===== src/rtl/gpio_atom_pkg.sv =====
package gpio_atom_pkg;

  // Byte offsets of the port registers; the bus carries word indices.
  localparam int unsigned OFS_IN  = 32'h10;
  localparam int unsigned OFS_OUT = 32'h14;
  localparam int unsigned OFS_SR  = 32'h18;
  localparam int unsigned OFS_CLR = 32'h1C;

  typedef enum logic [2:0] {
    SEL_NONE,
    SEL_IN,
    SEL_OUT,
    SEL_SR,
    SEL_CLR
  } reg_sel_e;

  function automatic reg_sel_e decode_sel(input int unsigned word_idx);
    reg_sel_e s;
    if (word_idx == (OFS_IN >> 2))       s = SEL_IN;
    else if (word_idx == (OFS_OUT >> 2)) s = SEL_OUT;
    else if (word_idx == (OFS_SR >> 2))  s = SEL_SR;
    else if (word_idx == (OFS_CLR >> 2)) s = SEL_CLR;
    else                                 s = SEL_NONE;
    return s;
  endfunction

endpackage


===== src/rtl/gpio_wr_decode.sv =====
module gpio_wr_decode
  import gpio_atom_pkg::*;
#(
  parameter int NPINS  = 16,
  parameter int ADDR_W = 6,
  parameter int DATA_W = 32
) (
  input  logic                  wr,
  input  logic [ADDR_W-1:0]     addr,
  input  logic [DATA_W/8-1:0]   strb,
  input  logic [DATA_W-1:0]     wdata,
  output logic [NPINS-1:0]      set_m,
  output logic [NPINS-1:0]      clr_m,
  output logic [NPINS-1:0]      ld_m,
  output logic [NPINS-1:0]      ld_v
);
  localparam int LANES = DATA_W / 8;
  localparam int HALF  = DATA_W / 2;

  logic [DATA_W-1:0] lane_m;
  reg_sel_e          sel;

  // Expand each byte strobe into a mask over its eight data bits.
  for (genvar g = 0; g < LANES; g++) begin : g_lane
    assign lane_m[8*g +: 8] = {8{strb[g]}};
  end

  assign sel  = decode_sel(32'(addr));
  assign ld_v = wdata[NPINS-1:0];

  always_comb begin
    set_m = '0;
    clr_m = '0;
    ld_m  = '0;
    if (wr) begin
      case (sel)
        SEL_OUT: ld_m = lane_m[NPINS-1:0];
        SEL_SR: begin
          set_m = wdata[NPINS-1:0] & lane_m[NPINS-1:0];
          clr_m = wdata[HALF +: NPINS] & lane_m[HALF +: NPINS];
        end
        SEL_CLR: clr_m = wdata[NPINS-1:0] & lane_m[NPINS-1:0];
        default: ;
      endcase
    end
  end

endmodule


===== src/rtl/gpio_odr.sv =====
module gpio_odr #(
  parameter int NPINS = 16
) (
  input  logic             clk,
  input  logic             rst,
  input  logic [NPINS-1:0] set_m,
  input  logic [NPINS-1:0] clr_m,
  input  logic [NPINS-1:0] ld_m,
  input  logic [NPINS-1:0] ld_v,
  output logic [NPINS-1:0] odr
);
  logic [NPINS-1:0] loaded;

  assign loaded = (odr & ~ld_m) | (ld_v & ld_m);

  // Clear is applied before set, so a bit asked for both ends high.
  always_ff @(posedge clk) begin
    if (rst) odr <= '0;
    else     odr <= (loaded & ~clr_m) | set_m;
  end

endmodule


===== src/rtl/gpio_in_sync.sv =====
module gpio_in_sync #(
  parameter int NPINS  = 16,
  parameter int STAGES = 2
) (
  input  logic             clk,
  input  logic             rst,
  input  logic [NPINS-1:0] din,
  output logic [NPINS-1:0] dout
);
  logic [NPINS-1:0] stg [STAGES];

  always_ff @(posedge clk) begin
    if (rst) stg[0] <= '0;
    else     stg[0] <= din;
  end

  for (genvar g = 1; g < STAGES; g++) begin : g_stage
    always_ff @(posedge clk) begin
      if (rst) stg[g] <= '0;
      else     stg[g] <= stg[g-1];
    end
  end

  assign dout = stg[STAGES-1];

endmodule


===== src/rtl/gpio_out_atomic.sv =====
module gpio_out_atomic
  import gpio_atom_pkg::*;
#(
  parameter int NPINS       = 16,
  parameter int ADDR_W      = 6,
  parameter int DATA_W      = 32,
  parameter int SYNC_STAGES = 2
) (
  input  logic                clk,
  input  logic                rst,
  input  logic                bus_wr,
  input  logic                bus_rd,
  input  logic [ADDR_W-1:0]   bus_addr,
  input  logic [DATA_W/8-1:0] bus_wstrb,
  input  logic [DATA_W-1:0]   bus_wdata,
  output logic [DATA_W-1:0]   bus_rdata,
  input  logic [NPINS-1:0]    pins_in,
  output logic [NPINS-1:0]    pins_out
);
  logic [NPINS-1:0] set_m, clr_m, ld_m, ld_v;
  logic [NPINS-1:0] in_sync;
  reg_sel_e         rsel;

  gpio_wr_decode #(.NPINS(NPINS), .ADDR_W(ADDR_W), .DATA_W(DATA_W)) u_dec (
    .wr(bus_wr), .addr(bus_addr), .strb(bus_wstrb), .wdata(bus_wdata),
    .set_m(set_m), .clr_m(clr_m), .ld_m(ld_m), .ld_v(ld_v)
  );

  gpio_odr #(.NPINS(NPINS)) u_odr (
    .clk(clk), .rst(rst), .set_m(set_m), .clr_m(clr_m),
    .ld_m(ld_m), .ld_v(ld_v), .odr(pins_out)
  );

  gpio_in_sync #(.NPINS(NPINS), .STAGES(SYNC_STAGES)) u_sync (
    .clk(clk), .rst(rst), .din(pins_in), .dout(in_sync)
  );

  assign rsel = decode_sel(32'(bus_addr));

  // Registered read port; command words read as zero.
  always_ff @(posedge clk) begin
    if (rst || !bus_rd) begin
      bus_rdata <= '0;
    end else begin
      case (rsel)
        SEL_IN:  bus_rdata <= DATA_W'(in_sync);
        SEL_OUT: bus_rdata <= DATA_W'(pins_out);
        default: bus_rdata <= '0;
      endcase
    end
  end

endmodule


===== config.mk =====
export PLATFORM = sky130hd
export DESIGN_NAME = gpio_out_atomic
export DESIGN_NICKNAME = d
export VERILOG_FILES = /design/src/rtl/gpio_atom_pkg.sv /design/src/rtl/gpio_wr_decode.sv /design/src/rtl/gpio_odr.sv /design/src/rtl/gpio_in_sync.sv /design/src/rtl/gpio_out_atomic.sv
export SDC_FILE = /design/constraint.sdc
export NUM_CORES = 1
export LEC_CHECK = 0
export CORE_UTILIZATION = 38
export CTS_CLUSTER_SIZE = 10
export DETAILED_ROUTE_END_ITERATION = 6
export HOLD_SLACK_MARGIN = 0.12
export PLACE_DENSITY = 0.79
export SLEW_MARGIN = 20
export SYNTH_ARGS = -nofsm -noshare
export SYNTH_HDL_FRONTEND = slang
export SYNTH_SLANG_ARGS = --single-unit

===== constraint.sdc =====
create_clock -name clk -period 1.64 [get_ports clk]
set_input_delay 0.246 -clock clk [delete_from_list [all_inputs] [get_ports clk]]
set_output_delay 0.246 -clock clk [all_outputs]
set_load 0.01 [all_outputs]

==> impl_metrics.yaml <==
status:
  status: "completed"
global_routing:
  grt_pass1_vias: 2326
  antenna_found_initial: 0
  track_usage_pct: 20.0
  grt_pass1_wl_um: 11200
  grt_overflow: 0
  grt_max_degree: 29
clock_network:
  path_clk_slew_ps: 70
  cts_tree: "done"
  numCtsBuffers: 9
  cts_hold_buffers: 0
  insertion_delay_ps: 320
  htree_levels: 3
  clock-root-buffer: "clkbuf_8"
  clockBufferDepth: 2
  cts.sinks: 64
synthesis:
  synthMuxAreaShare_pct: 0
  yosys.area_share.simple_pct: 23.5
  yosysMostFrequentCell: "dfxtp_1"
  netlist_instances: 276
  synth_cell_types: 32
  synth_edf_count: 0
  ys_top_cells_by_count: "dfxtp_1 (64), nor2b_1 (39), a21oi_1 (23)"
  synth_xor_area_share_pct: 2.67
  yosys-top-cells-area: "dfxtp_1 (49%), nor2b_1 (9.3%), buf_4 (5.1%)"
  synthAdderAreaFrac_pct: 0
  synth_area_um2: 2630
  ys_seq_area_share_pct: 48.8
  synth.yosys.warnings: 0
  ys_ff_latch: 64
  async_reset_ff_share_pct: 0
  synth-compound-area-share_pct: 16.6
  synth_top_family_by_area: "simple AND/OR/NAND/NOR gates"
  synth_top_area_cell: "dfxtp_1"
  avgSynthCellArea_um2: 9.52
  yosysTopAreaCellShare_pct: 48.8
  synthFlopType: "dfxtp_1"
routing:
  wl_met3_um: 456
  num_vias: 2297
  first_iter_violations: 135
  m1WireLength_um: 2950
  routed_wl_um: 7020
  dr.pass1.iters: 4
  ant_nets: 0
  met2RoutedLength_um: 3560
  route.detailed.drc: 0
  dr.max_layer_used: "met4"
  wl_per_cell_um: 14.9
  routed_via_density: 4.87
cells_and_area:
  syn_to_final_growth_pct: 55.0
  final_layout_size_suffix_gt1_share_pct: 15.9
  fin_cells: 472
  final_util_pct: 62.7
  diodes: 0
  final_nets: 452
floorplan:
  num_rows: 29
  fp.dieH_um: 85.2
  start_util_pct: 40.5
  coreArea_um2: 6490
  die_w_um: 85.2
  ioPinCount: 110
  die_area_um2: 7250
sta:
  fin_crit_sh_pct: 98.1
  maxClockFrequency_mhz: 621
  timing.hold.ws_ps: 349
  slew_violations: 0
  rsz0062_at_grt: "true"
  clock_skew_ps: 5.22
  hold_violations: 0
  tightest_slew_ps: 668
  maxSlewHeadroom_pct: 55.4
  setup_viol: 0
  min_period_ps: 1610
run:
  drv_cap: 0
critical_path:
  cpMostUsedCell: "buf_6"
  start_kind: "input pin"
  worst-path-buf-inv: 4
  cp_max_fo: 8
  cpPeakStageDelay_ps: 570
  crit_arrival_ps: 1860
  crit_slowest_cell: "or4b_4"
  worstPathRequired_ps: 1890
  path_cells: "clkdlybuf4s15_1, or4b_4, buf_6, buf_12, nor3_4, buf_6, a22oi_1, nor2_1"
  end_kind: "register"
  critPathKind: "in2reg"
  crit_family: "simple AND/OR/NAND/NOR gates"
power_and_ir_drop:
  power.density_nw_per_um2: 805
  ir_drop_mv: 0.492
  leakagePower_nw: 1.54
place:
  hpwlAfterDp_um: 4910
  port_buffers: 93
  routabilityCongestion: 0.815
  dp_cells: 450
worst_hold_path:
  hold_class: "in2reg"
==> worst register-to-register path, stage by stage (launching register included) <==
cell,delay (ps)
dfxtp_1,400
inv_1,80
a2111oi_1,360
a211o_1,180
==> registers in the layout, indices dropped and copies added, names as in the netlist <==
signal      cells
bus_rdata      16
u_odr.odr      16
u_sync.stg     32
==> stage by stage <==
step | TNS, ps | setup WS (ps) | total power, mW | instance area, um^2
floorplan | -233 | -31.4 | 1.80 | 2700
global placement | -12550 | -447 | 1.99 | 3720
detailed placement | -13830 | -482 | 1.99 | 3720
CTS | 0 | 28.8 | 3.30 | 4010
global route | -132 | -21.2 | 3.43 | 4070
finish | 0 | 30.8 | 3.28 | 4070
==> kinds of logic after synthesis <==
logic type,after synthesis
AOI/OAI and AO/OA,65
xor gates and xnor gates,8
buffers and inverters,39
DFF,64
other,1
and+or+nand+nor,99
==> where the power goes <==
part           switching (mW)  total, mW  internal [mW]
registers              0.0111       1.60           1.59
clock network           0.597       1.30          0.701
logic                   0.158      0.376          0.218
==> per-layer routing <==
metal,vias up,track usage (%)
li1,1154,-
met1,1054,24.9
met2,85,33.6
met3,4,4.77
met4,0,7.86
met5,-,0
==> path summary, 6_finish.rpt <==
path,start,end,slack (ps),depth (start not counted)
setup / recovery,bus_addr[4],bus_rdata[4],30,8
hold / removal,rst,u_odr.odr[10],350,2
setup reg to reg,u_odr.odr[3],u_odr.odr[3],580,3
hold reg to reg,u_sync.stg[0][7],u_sync.stg[1][7],440,1
==> cell type report <==
type	count	area, um^2
inverters	8	30.0
clock buffers	9	124
well taps	77	96.3
flip-flops and latches	64	1280
repair buffers	119	1210
multi-input cells	188	1260
fillers	542	2420
clock inverters	7	70.1
==> placed cells by master, fill, tap and decap left out, types with 2 or more instances in the layout <==
| cell | count |
|---|---|
| clkdlybuf4s50_1 | 88 |
| dfxtp_1 | 64 |
| nor2b_1 | 39 |
| a21oi_1 | 21 |
| nor2_1 | 18 |
| buf_4 | 18 |
| conb_1 | 16 |
| a22oi_1 | 14 |
| nand2_1 | 12 |
| clkbuf_8 | 9 |
| xnor2_1 | 8 |
| and3_1 | 8 |
| inv_1 | 8 |
| o21ai_1 | 7 |
| a2bb2oi_1 | 7 |
| a2111oi_0 | 6 |
| nor4_2 | 4 |
| nand2b_1 | 3 |
| a2111oi_1 | 3 |
| nor4_4 | 3 |
| clkinv_2 | 3 |
| buf_6 | 3 |
| clkdlybuf4s15_1 | 3 |
| buf_12 | 3 |
| nor3_2 | 2 |
| nor2_4 | 2 |
| nor3_4 | 2 |
| a21oi_2 | 2 |
| a22oi_2 | 2 |
==> timing repair <==
item / CTS / global route
setup endpoints to repair: 32 / 25
pin swaps: 8 / 3
setup buffers: 3 / 0
gates cloned: 2 / 1
resized for setup: 11 / 15
Note: power is estimated with default switching activity, not from simulation.
